--- src/rtl/lrec_pkg.sv ---
package lrec_pkg;
    typedef enum logic [3:0] {
        ST_IDLE,
        ST_DISABLE,
        ST_REL_BOTH,
        ST_SDA_LOW,
        ST_SCL_LOW,
        ST_SCL_HIGH,
        ST_SDA_HIGH,
        ST_HANDBACK,
        ST_RST_SET,
        ST_RST_CLR,
        ST_ENABLE,
        ST_FAULT
    } lrec_state_e;

    localparam int unsigned LINE_SCL = 0;
    localparam int unsigned LINE_SDA = 1;
    localparam int unsigned NUM_LINES = 2;
endpackage

--- src/rtl/lrec_sync.sv ---
module lrec_sync #(
    parameter int unsigned WIDTH  = 2,
    parameter int unsigned STAGES = 2
) (
    input  logic             clk,
    input  logic             rst_n,
    input  logic [WIDTH-1:0] async_i,
    output logic [WIDTH-1:0] sync_o
);
    // Idle bus reads high, so the chain resets to ones.
    logic [STAGES-1:0][WIDTH-1:0] chain_q;

    always_ff @(posedge clk or negedge rst_n) begin
        if (!rst_n) begin
            chain_q <= '1;
        end else begin
            chain_q <= {chain_q[STAGES-2:0], async_i};
        end
    end

    assign sync_o = chain_q[STAGES-1];
endmodule

--- src/rtl/lrec_counter.sv ---
module lrec_counter #(
    parameter int unsigned W = 16
) (
    input  logic         clk,
    input  logic         rst_n,
    input  logic         clr_i,
    input  logic         inc_i,
    output logic [W-1:0] count_o
);
    always_ff @(posedge clk or negedge rst_n) begin
        if (!rst_n) begin
            count_o <= '0;
        end else if (clr_i) begin
            count_o <= '0;
        end else if (inc_i && (count_o != {W{1'b1}})) begin
            count_o <= count_o + 1'b1;
        end
    end
endmodule

--- src/rtl/i2c_line_recovery.sv ---
module i2c_line_recovery
    import lrec_pkg::*;
#(
    parameter int unsigned CNT_W       = 16,
    parameter int unsigned SYNC_STAGES = 2
) (
    input  logic             clk,
    input  logic             rst_n,
    input  logic             start_i,
    input  logic [CNT_W-1:0] cfg_hold_i,
    input  logic [CNT_W-1:0] cfg_timeout_i,
    input  logic             scl_pad_i,
    input  logic             sda_pad_i,
    output logic             pad_gpio_sel_o,
    output logic             scl_pull_low_o,
    output logic             sda_pull_low_o,
    output logic             ctrl_enable_o,
    output logic             ctrl_soft_rst_o,
    output logic             done_o,
    output logic             error_o
);
    lrec_state_e state_q, state_d;

    logic [NUM_LINES-1:0] line_sync;
    logic scl_s, sda_s;
    logic [CNT_W-1:0] hold_cnt, wait_cnt;
    logic cnt_clr, hold_inc, wait_inc;
    logic hold_met, wait_spent, level_ok, in_step;
    lrec_state_e step_next;

    lrec_sync #(.WIDTH(NUM_LINES), .STAGES(SYNC_STAGES)) u_sync (
        .clk     (clk),
        .rst_n   (rst_n),
        .async_i ({sda_pad_i, scl_pad_i}),
        .sync_o  (line_sync)
    );
    assign scl_s = line_sync[LINE_SCL];
    assign sda_s = line_sync[LINE_SDA];

    lrec_counter #(.W(CNT_W)) u_hold_cnt (
        .clk(clk), .rst_n(rst_n), .clr_i(cnt_clr), .inc_i(hold_inc), .count_o(hold_cnt)
    );
    lrec_counter #(.W(CNT_W)) u_wait_cnt (
        .clk(clk), .rst_n(rst_n), .clr_i(cnt_clr), .inc_i(wait_inc), .count_o(wait_cnt)
    );

    assign hold_met   = (hold_cnt >= cfg_hold_i);
    assign wait_spent = (wait_cnt >= cfg_timeout_i);

    // Expected level and successor of each line step.
    always_comb begin
        level_ok  = 1'b0;
        step_next = ST_FAULT;
        in_step   = 1'b1;
        unique case (state_q)
            ST_REL_BOTH: begin level_ok = scl_s & sda_s; step_next = ST_SDA_LOW;  end
            ST_SDA_LOW:  begin level_ok = ~sda_s;        step_next = ST_SCL_LOW;  end
            ST_SCL_LOW:  begin level_ok = ~scl_s;        step_next = ST_SCL_HIGH; end
            ST_SCL_HIGH: begin level_ok = scl_s;         step_next = ST_SDA_HIGH; end
            ST_SDA_HIGH: begin level_ok = sda_s;         step_next = ST_HANDBACK; end
            default:     in_step = 1'b0;
        endcase
    end

    // Next-state logic.
    always_comb begin
        state_d  = state_q;
        cnt_clr  = 1'b0;
        hold_inc = 1'b0;
        wait_inc = 1'b0;
        if (in_step) begin
            if (!hold_met) begin
                hold_inc = 1'b1;
            end else if (level_ok) begin
                state_d = step_next;
                cnt_clr = 1'b1;
            end else if (wait_spent) begin
                state_d = ST_FAULT;
                cnt_clr = 1'b1;
            end else begin
                wait_inc = 1'b1;
            end
        end else begin
            unique case (state_q)
                ST_IDLE, ST_FAULT: begin
                    if (start_i) begin
                        state_d = ST_DISABLE;
                        cnt_clr = 1'b1;
                    end
                end
                ST_DISABLE:  begin state_d = ST_REL_BOTH; cnt_clr = 1'b1; end
                ST_HANDBACK: state_d = ST_RST_SET;
                ST_RST_SET:  state_d = ST_RST_CLR;
                ST_RST_CLR:  state_d = ST_ENABLE;
                ST_ENABLE:   state_d = ST_IDLE;
                default:     state_d = ST_IDLE;
            endcase
        end
    end

    // State register.
    always_ff @(posedge clk or negedge rst_n) begin
        if (!rst_n) begin
            state_q <= ST_IDLE;
        end else begin
            state_q <= state_d;
        end
    end

    // Outputs decoded from state.
    always_comb begin
        pad_gpio_sel_o  = 1'b0;
        scl_pull_low_o  = 1'b0;
        sda_pull_low_o  = 1'b0;
        ctrl_enable_o   = 1'b0;
        ctrl_soft_rst_o = 1'b0;
        done_o          = 1'b0;
        error_o         = 1'b0;
        unique case (state_q)
            ST_IDLE:     ctrl_enable_o = 1'b1;
            ST_REL_BOTH: pad_gpio_sel_o = 1'b1;
            ST_SDA_LOW:  begin pad_gpio_sel_o = 1'b1; sda_pull_low_o = 1'b1; end
            ST_SCL_LOW:  begin pad_gpio_sel_o = 1'b1; sda_pull_low_o = 1'b1; scl_pull_low_o = 1'b1; end
            ST_SCL_HIGH: begin pad_gpio_sel_o = 1'b1; sda_pull_low_o = 1'b1; end
            ST_SDA_HIGH: pad_gpio_sel_o = 1'b1;
            ST_RST_SET:  ctrl_soft_rst_o = 1'b1;
            ST_ENABLE:   begin ctrl_enable_o = 1'b1; done_o = 1'b1; end
            ST_FAULT:    error_o = 1'b1;
            default:     ;
        endcase
    end

    // SCL is first pulled low only once SDA has been read low.
    assert_scl_after_sda_R3: assert property (@(posedge clk) disable iff (!rst_n)
        $rose(scl_pull_low_o) |-> $past(!sda_s));

    // A fault follows only an exhausted wait window.
    assert_fault_after_wait_R6: assert property (@(posedge clk) disable iff (!rst_n)
        $rose(error_o) |-> ($past(wait_cnt) >= $past(cfg_timeout_i)));

    // Enable returns two cycles after the soft-reset pulse.
    assert_enable_after_reset_R7: assert property (@(posedge clk) disable iff (!rst_n)
        $fell(ctrl_soft_rst_o) |=> ctrl_enable_o);

    assert_done_single_R8: assert property (@(posedge clk) disable iff (!rst_n)
        done_o |=> !done_o);

    assert_done_no_error_R8: assert property (@(posedge clk) disable iff (!rst_n)
        done_o |-> !error_o);

    assert_enable_rise_R11: assert property (@(posedge clk) disable iff (!rst_n)
        $rose(ctrl_enable_o) |-> $past(ctrl_soft_rst_o, 2));

    // Pulled-low lines only while the pads are in GPIO mode.
    assert_drive_gpio_R10: assert property (@(posedge clk) disable iff (!rst_n)
        $rose(sda_pull_low_o) |-> $past(pad_gpio_sel_o));
endmodule

--- config.mk ---
export PLATFORM = sky130hd
export DESIGN_NAME = i2c_line_recovery
export DESIGN_NICKNAME = d
export VERILOG_FILES = /design/src/rtl/lrec_pkg.sv /design/src/rtl/lrec_sync.sv /design/src/rtl/lrec_counter.sv /design/src/rtl/i2c_line_recovery.sv
export SDC_FILE = /design/constraint.sdc
export NUM_CORES = 1
export LEC_CHECK = 0
export BUFFER_PORTS_ARGS = -buffer_cell sky130_fd_sc_hd__buf_2
export CAP_MARGIN = 25
export CORE_MARGIN = 2
export CORE_UTILIZATION = 41
export CTS_CLUSTER_SIZE = 16
export DETAILED_ROUTE_END_ITERATION = 8
export SKIP_CTS_REPAIR_TIMING = 1
export SLEW_MARGIN = 0
export SYNTH_ARGS = -nofsm -noshare
export SYNTH_HDL_FRONTEND = slang
export SYNTH_SLANG_ARGS = --single-unit
--- constraint.sdc ---
create_clock -name clk -period 3.4 [get_ports clk]
set_clock_uncertainty 0.1 [all_clocks]
set_input_delay 0.68 -clock clk [delete_from_list [all_inputs] [get_ports clk]]
set_output_delay 0.68 -clock clk [all_outputs]
set_load 0.01 [all_outputs]
# Yosys cells after proc, flatten, opt, wreduce, memory -nomap -nowiden
# Index checks and enable logic that the tools add are counted.
totals:
  reg_bits: 40
  in_bits: 37
  output_inout_bits: 7
  elab_cells: 69
classes:
  add_sub_neg: 2
  order_cmp: 2
  n_eq_ne: 16
  n_mux: 31
  bitwise: 3
  reduce_logical: 10
op_table:
  columns: ["cell", "n"]
  rows:
  - ["$mux 16", 4]
  - ["$pmux 4 s5", 2]
  - ["$add 16x1->16 const B", 2]
  - ["$ge 16x16->1", 2]
  - ["$ne 16x16->1 const B", 2]
  - ["$mux 4", 5]
  - ["$mux 1", 18]
  - ["$eq 4x3->1 const B", 4]
  - ["$eq 4x4->1 const B", 4]
  - ["$eq 4x2->1 const B", 2]
  - ["$pmux 1 s5", 1]
  - ["$reduce_or 5->1", 1]
  - ["$eq 4x1->1 const B", 1]
  - ["$logic_not 4->1", 1]
  - ["$reduce_bool 2->1", 2]
  - ["$reduce_or 2->1", 2]
  - ["$ne 3x1->1 const B", 1]
  - ["$ne 3x3->1 const B", 1]
  - ["$reduce_and 3->1", 1]
  - ["$reduce_or 3->1", 1]
  - ["$logic_and 1x1->1", 2]
  - ["$ne 2x1->1 const B", 1]
  - ["$not 1->1", 2]
  - ["$pmux 1 s2", 1]
  - ["$and 1x1->1", 1]

# Longest topological paths before layout
# Gate-level depths: netlist (run 1).
logic_depth:
  depth_word: 8
  depth_mapped: 11
  depth_no_buf: 9

# Hierarchy
# Synthesis (run 1) repeated with hierarchy kept, for this count alone.
hier_totals:
  cells_unflattened: 375
  hier_area_um2: 3326.9
modules_own_cells:
  columns: ["mod", "n_inst", "cells_each", "area_each_um2", "seq_area_each_um2"]
  rows:
  - ["lrec_counter", 2, 98, 942.2, 400.4]
  - ["i2c_line_recovery", 1, 173, 1322.5, 100.1]
  - ["lrec_sync", 1, 6, 120.1, 105.1]

# Worst setup path after synthesis (run 1)
# OpenSTA, ideal clock, no wires.
synth_timing:
  path_type: "input port to flip-flop"
  startpoint: "input cfg_hold_i[1]"
  endpoint: "register u_hold_cnt.count_o[5]"
  setup_ns: 0.111
  arrival_time_ns: 3.031
  t_required_ns: 3.189
  path_slack_ns: 0.157
  cell_stages: 10
  path_buffers: 1
  path_cell_list: "inv_1 ha_1 nor2b_1 o211a_1 o311a_1 or4b_4 buf_6 nor3_4 nor2_1 a2111oi_2"
synth_between:
  elab_chain_len: 5
  elab_cells_between_ends: 8
  classes_between: "1 x order compare; 5 x mux; 2 x reduce/logical"
synth_lines:
  columns: ["item", "line", "text"]
  rows:
  - ["from (decl)", "i2c_line_recovery.sv:10", "input logic [CNT_W-1:0] cfg_hold_i,"]
  - ["$ge 16x16->1 *", "i2c_line_recovery.sv:47", "assign hold_met = (hold_cnt >= cfg_hold_i);"]
  - ["$mux 1", "i2c_line_recovery.sv:72", "if (!hold_met) begin"]
  - ["$mux 1", "i2c_line_recovery.sv:71", "if (in_step) begin"]
  - ["$logic_and 1x1->1", "lrec_counter.sv:15", "end else if (inc_i && (count_o != {W{1'b1}})) begin"]
  - ["$reduce_bool 2->1 (no source line)", null, null]
  - ["to (signal assigned)", "lrec_counter.sv:16", "count_o <= count_o + 1'b1;"]
  - ["to (decl)", "lrec_counter.sv:8", "output logic [W-1:0] count_o"]
# Mark *: on every way between the ends. The rest lies on a longest branch, timed or not.
# A chain may end at the register's enable or synchronous reset.

# Worst setup path in the final report (run 1)
layout_timing:
  startpoint: "input cfg_hold_i[1]"
  endpoint: "register u_hold_cnt.count_o[7]"
# The elaborated chain is that of the path after synthesis.

==> summary.txt, run 1 <==
=================================================================================
Dominant delay contributor by cell family on the critical path       simple AND/OR/NAND/NOR gates
Result of the run                                                    finished, final reports clean
Via count of the first global-routing pass                                   2832
DIE HEIGHT                                                                91.8 µm
Average via count per standard cell                                          5.29
Standard cell with the maximum stage delay on the critical path            or4b_4
Critical Setup Path Class                                                  in2reg
Number of cells traversed by the worst register-to-register path                8
Number of synthesized flops with an enable pin                                  0
Antenna violation net count after detailed routing                              0
Leading cell type in the layout, fill and taps excluded                    nor2_1
Post-synthesis instance total                                                 375
Signal arrival time at the worst endpoint                                 3.10 ns
Count of pins over their slew limit                                             0
Setup repair after global routing missed its margin                            no
Class of the tightest hold or removal check                              in2async
Yosys reg bits                                                                 40
Power density over the cells                                           500 nW/µm²
Final cell count without fillers                                              529
Count of clock tree sinks                                                      40
Largest stage delay on the critical path                                  0.65 ns
Post-synth cell types                                                          55
I/O pins                                                                       44
Tightest slew margin relative to the limit                                  62.8%
CP max FO                                                                      16
Number of H-tree branching levels                                               2
Share of post-route cells with drive strength above 1                       20.8%
Clock-pin transition on the worst setup and hold timing paths             0.08 ns
Drt initial violations                                                         68
Setup Slack @ Placement                                                 0.0655 ns
Total count of hold-check failures in the final report                          0
Average detailed-routed wire length per instance                          12.9 µm
Antenna fix cells                                                               0
Cell Rows                                                                      32
Count of TritonRoute iterations in the first routing pass                       4
Maximum ir drop on the vdd rail                                        0.000274 V
Sum of negative setup slack                                                  0 ns
Die Area                                                                 8420 µm²
Wire length of the first global-routing pass                              12.4 mm
Fraction of synthesis flops using an asynchronous set or reset pin           100%
Post-Layout Inst Area                                                    3650 µm²
Buffer type at the clock tree root                                       clkbuf_8
Cell Area, Synth                                                         3160 µm²
Placed cell areas                                                        3540 µm²
Final setup fails                                                               0
Main flop type after synthesis                                            dfrtp_1
Final setup slack of the worst path                                      0.388 ns
Ys Warns                                                                        0
Maximum number of pins on one net before global-route repair                   41
Initial core utilization                                                    41.5%
Total routing resource utilization after global routing                     17.6%
Layout Utilization                                                          48.0%
Core Box Area                                                            7610 µm²
Endpoint required time on the critical path                               3.49 ns
Layout-stage area growth over the synthesis result                          15.6%
Met2 Use GR                                                                 31.0%
Sort of element at the start of the critical path                       input pin
Max-cap check violation count                                                   0
Ordered list of cells on the worst path                              buf_2 -> inv_1 -> ha_1 -> nor2b_1 -> o211a_1 -> o311a_1 -> or4b_4 -> nor3_4 -> nor2_1 -> a2111oi_2
Commonest cells after routing, fill and taps aside                   nor2_1 (45), buf_2 (43), inv_1 (38)
Ratio of final minimum period to clock period                               88.6%
Per-instance average area after synthesis                                8.42 µm²
Worst Hold Slack                                                         0.147 ns
Die width                                                                 91.8 µm
GR met3 Demand/Resource                                                     2.38%
Number of cells in the design after placement                                 520
Power consumption                                                         1.83 mW
DPL Wire Length                                                           5.18 mm
Total wire length                                                         6.80 mm
IO buf count                                                                   43
Post-route DRC violation count                                                  0
Placer congestion estimate                                                  0.827
Initial antenna violation count                                                 0
WP buf/inv                                                                      2
Synthesized net count                                                         446
Number of buffers created by CTS                                                5
Worst Max-Slew Pin Slew                                                  0.554 ns
Peak-usage layer in the global routing report                                met2
Buffer levels on the longest clock path                                         2
Congestion Overflow GR                                                          0
Number of vias in the routed layout                                          2797
TritonCTS clock tree                                                          yes
Worst-Skew Late Latency                                                   0.29 ns
Static Leakage                                                            1.71 nW
Kind of end point of the critical path                                  flip-flop
Max Fclk                                                                  332 MHz
Critical path depth in cells                                                   10
Number of nets at the end of the flow                                         497
Met1 usage                                                                  22.8%
Final critical path time including I/O delays and setup                   3.01 ns
Sequential cell area fraction in the yosys report                           31.8%
=================================================================================
-- logic make-up after synthesis --
kind of cell | Yosys count | share of synthesized area, %
simple gates | 149 | 25.7
compound gates | 81 | 16.6
buf+inv | 52 | 6.69
flops | 40 | 31.8
fa+ha+maj | 34 | 13.5
xor+xnor | 12 | 3.33
mux | 7 | 2.30
-- final cells by class --
class                   instances  area, µm²
repair buffers                 58        340
inverters                      38        143
clock buffers                   6       82.6
multi-input cells             283       1940
flip-flops and latches         40       1010
well taps                     102        128
clock inverters                 2       10.0
fillers                       758       3960
-- routing by layer --
layer	routed length, µm	up-vias
met1	3310	1293
li1	-	1456
met3	178	9
met2	3230	39
met5	0	-
met4	82	0
-- worst paths after layout --
path                                       startpoint               endpoint  slack [ns]
worst min-delay path                            rst_n  u_hold_cnt.count_o[6]        0.15
worst min register to register      u_sync.chain_q[1]       u_sync.sync_o[1]        0.26
worst max register to register  u_hold_cnt.count_o[1]  u_hold_cnt.count_o[7]        0.45
worst max-delay path                    cfg_hold_i[1]  u_hold_cnt.count_o[7]        0.39
max in group asynchronous                       rst_n      u_sync.chain_q[1]        2.53
min in group clk                    u_sync.chain_q[1]       u_sync.sync_o[1]        0.26
-- registers in the layout (all words and copies together), names as in the netlist --
| signal | flops |
|---|---|
| u_hold_cnt.count_o | 16 |
| u_wait_cnt.count_o | 16 |
| state_q | 4 |
| u_sync.chain_q | 2 |
| u_sync.sync_o | 2 |
-- Yosys cell counts, types with 5 or more instances --
| library cell | instances | area, µm² |
|---|---|---|
| clkbuf_1 | 11 | 41.3 |
| a21oi_1 | 27 | 135 |
| nor2_1 | 45 | 169 |
| nand2_1 | 20 | 75.1 |
| nand4_1 | 11 | 68.8 |
| ha_1 | 34 | 425 |
| and3_1 | 10 | 62.6 |
| mux2i_1 | 5 | 50.1 |
| a31oi_1 | 6 | 37.5 |
| inv_1 | 38 | 143 |
| o21ai_0 | 18 | 90.1 |
| xnor2_1 | 11 | 96.3 |
| nor3_1 | 14 | 70.1 |
| nor4_1 | 6 | 37.5 |
| dfrtp_1 | 36 | 901 |
| o31ai_1 | 5 | 37.5 |
| nand3_1 | 8 | 40.0 |
-- power by group --
| group | internal, mW | switching [mW] | leakage [nW] |
|---|---|---|---|
| sequential | 0.528 | 0.104 | 0.532 |
| clock | 0.162 | 0.167 | 0.0510 |
| combinational | 0.366 | 0.500 | 1.13 |
| total | 1.06 | 0.770 | 1.71 |
(Power assumes the default switching activity.)
==> run 2, diff against run 1 <==
- CTS_CLUSTER_DIAMETER: not set -> 40
- PLACE_DENSITY: not set -> 0.58
==> run 2 against run 1 <==
Effect of this change: power rose by 2.6%; die area unchanged; combinational power increased by 5.5%; clock power about the same; worst setup slack improved by 0.0080 ns; first-iteration DRC count rose by 51%; routed wire length increased by 1.1%; critical endpoint is now u_hold_cnt.count_o[9].
==> summary.txt, run 2 (synthesis gave the netlist of run 1 again) <==
==============================================================================
Count of TritonRoute iterations in the first routing pass                    4
TritonCTS clock tree                                                       yes
Endpoint required time on the critical path                            3.48 ns
Antenna violation net count after detailed routing                           0
Number of nets at the end of the flow                                      498
Critical Setup Path Class                                               in2reg
Total routing resource utilization after global routing                  17.8%
Cell Rows                                                                   32
Fill cell instance count of the final layout                               751
Via count of the first global-routing pass                                2654
Die Area                                                              8420 µm²
Standard cell with the maximum stage delay on the critical path         or4b_4
Signal arrival time at the worst endpoint                              3.08 ns
Count of pins over their slew limit                                          0
Wire length of the first global-routing pass                           12.3 mm
Congestion Overflow GR                                                       0
Total count of hold-check failures in the final report                       0
Initial antenna violation count                                              0
Worst Max-Slew Pin Slew                                               0.500 ns
Average via count per standard cell                                       5.26
Sort of element at the start of the critical path                    input pin
Leading cell type in the layout, fill and taps excluded                 nor2_1
Tightest slew margin relative to the limit                               66.3%
Result of the run                                                 finished, final reports clean
Setup Slack @ Placement                                              0.0786 ns
Largest regs                                                      u_hold_cnt.count_o: 16 flops, u_wait_cnt.count_o: 16 flops, state_q: 4 flops
CP max FO                                                                    9
Maximum ir drop on the vdd rail                                     0.000358 V
Number of vias in the routed layout                                       2790
Number of buffers created by CTS                                             5
Final setup fails                                                            0
Placer congestion estimate                                               0.765
Ordered list of cells on the worst path                           buf_2 -> inv_1 -> ha_1 -> nor2b_1 -> o211a_1 -> o311a_1 -> or4b_4 -> nor3_4 -> nor2_1 -> a2111oi_2
Total wire length                                                      6.88 mm
Max-cap check violation count                                                0
DIE HEIGHT                                                             91.8 µm
Average detailed-routed wire length per instance                       13.0 µm
Clock-pin transition on the worst setup and hold timing paths          0.08 ns
IO buf count                                                                43
Buffer levels on the longest clock path                                      2
Share of post-route cells with drive strength above 1                    20.8%
Max Fclk                                                               333 MHz
Power density over the cells                                        510 nW/µm²
Kind of end point of the critical path                               flip-flop
Final critical path time including I/O delays and setup                3.00 ns
Final setup slack of the worst path                                   0.396 ns
Core Box Area                                                         7610 µm²
Initial core utilization                                                 41.5%
Static Leakage                                                         1.71 nW
Commonest cells after routing, fill and taps aside                nor2_1 (45), buf_2 (43), inv_1 (38)
Buffer type at the clock tree root                                    clkbuf_8
Ratio of final minimum period to clock period                            88.4%
Class of the tightest hold or removal check                           in2async
Antenna fix cells                                                            0
Count of clock tree sinks                                                   40
DPL Wire Length                                                        5.30 mm
Post-route DRC violation count                                               0
Largest stage delay on the critical path                               0.62 ns
Die width                                                              91.8 µm
Number of H-tree branching levels                                            2
Layout-stage area growth over the synthesis result                       16.2%
Maximum number of pins on one net before global-route repair                41
I/O pins                                                                    44
Sum of negative setup slack                                               0 ns
Worst-Skew Late Latency                                                0.29 ns
Drt initial violations                                                     103
Setup repair after global routing missed its margin                         no
==============================================================================
## run 2: cell types whose count changed in the layout (fill, tap and decap cells not counted)
cell        change
clkinvlp_4      +1
buf_12          +1
clkinv_2        -2
clkbuf_1        +1
## run 2: path summary, 6_finish.rpt
path / startpoint / to / slack [ns] / cells past startpoint
min in group clk: u_sync.chain_q[1] / u_sync.sync_o[1] / 0.26 / 0
hold / removal: rst_n / u_sync.sync_o[0] / 0.25 / 1
max in group asynchronous: rst_n / u_sync.chain_q[1] / 2.67 / 2
hold reg to reg: u_sync.chain_q[1] / u_sync.sync_o[1] / 0.26 / 0
setup reg to reg: u_hold_cnt.count_o[1] / u_hold_cnt.count_o[9] / 0.47 / 8
setup / recovery: cfg_hold_i[1] / u_hold_cnt.count_o[9] / 0.40 / 10
## run 2: worst max-delay path: cells and delay by family
| family | cells | cell delay [ns] |
|---|---|---|
| AOI/OAI and AO/OA | 3 | 0.88 |
| and+or+nand+nor | 4 | 1.13 |
| adders and majority gates | 1 | 0.29 |
| buffers and inverters | 2 | 0.10 |
## run 2: final cells by class
type / count / area (µm²) / share of cell area [%]
Clock buffer: 7 / 86.3 / 2.35
Tap cell: 102 / 128 / 3.48
Inverter: 38 / 143 / 3.88
Clock inverter: 1 / 7.51 / 0.204
Multi-Input combinational cell: 283 / 1940 / 52.9
Timing Repair Buffer: 59 / 360 / 9.81
Sequential cell: 40 / 1010 / 27.4
## run 2: where the power goes
part | internal, mW | switching (mW) | leakage, nW
logic | 0.408 | 0.505 | 1.13
clock network | 0.165 | 0.166 | 0.0445
registers | 0.528 | 0.102 | 0.532
## run 2: metal layers
| layer | up-vias | track usage [%] | wire length, µm |
|---|---|---|---|
| li1 | 1461 | - | - |
| met1 | 1285 | 24.0 | 3300 |
| met2 | 42 | 30.5 | 3360 |
| met3 | 2 | 2.38 | 193 |
| met4 | 0 | 3.73 | 27 |
| met5 | - | 0 | 0 |
## run 2: through the flow
stage	instance area [µm²]	std cells	hold WS, ns	util (%)	total power, mW
after global routing	3670	530	0.234	48.3	2.05
after detailed placement	3560	521	0.249	46.8	1.55
after floorplan	3160	375	0.245	-	1.26
after global placement	3560	521	0.247	46.8	1.54
after CTS	3650	529	0.261	48.0	1.89
final	3670	530	0.249	48.3	1.87
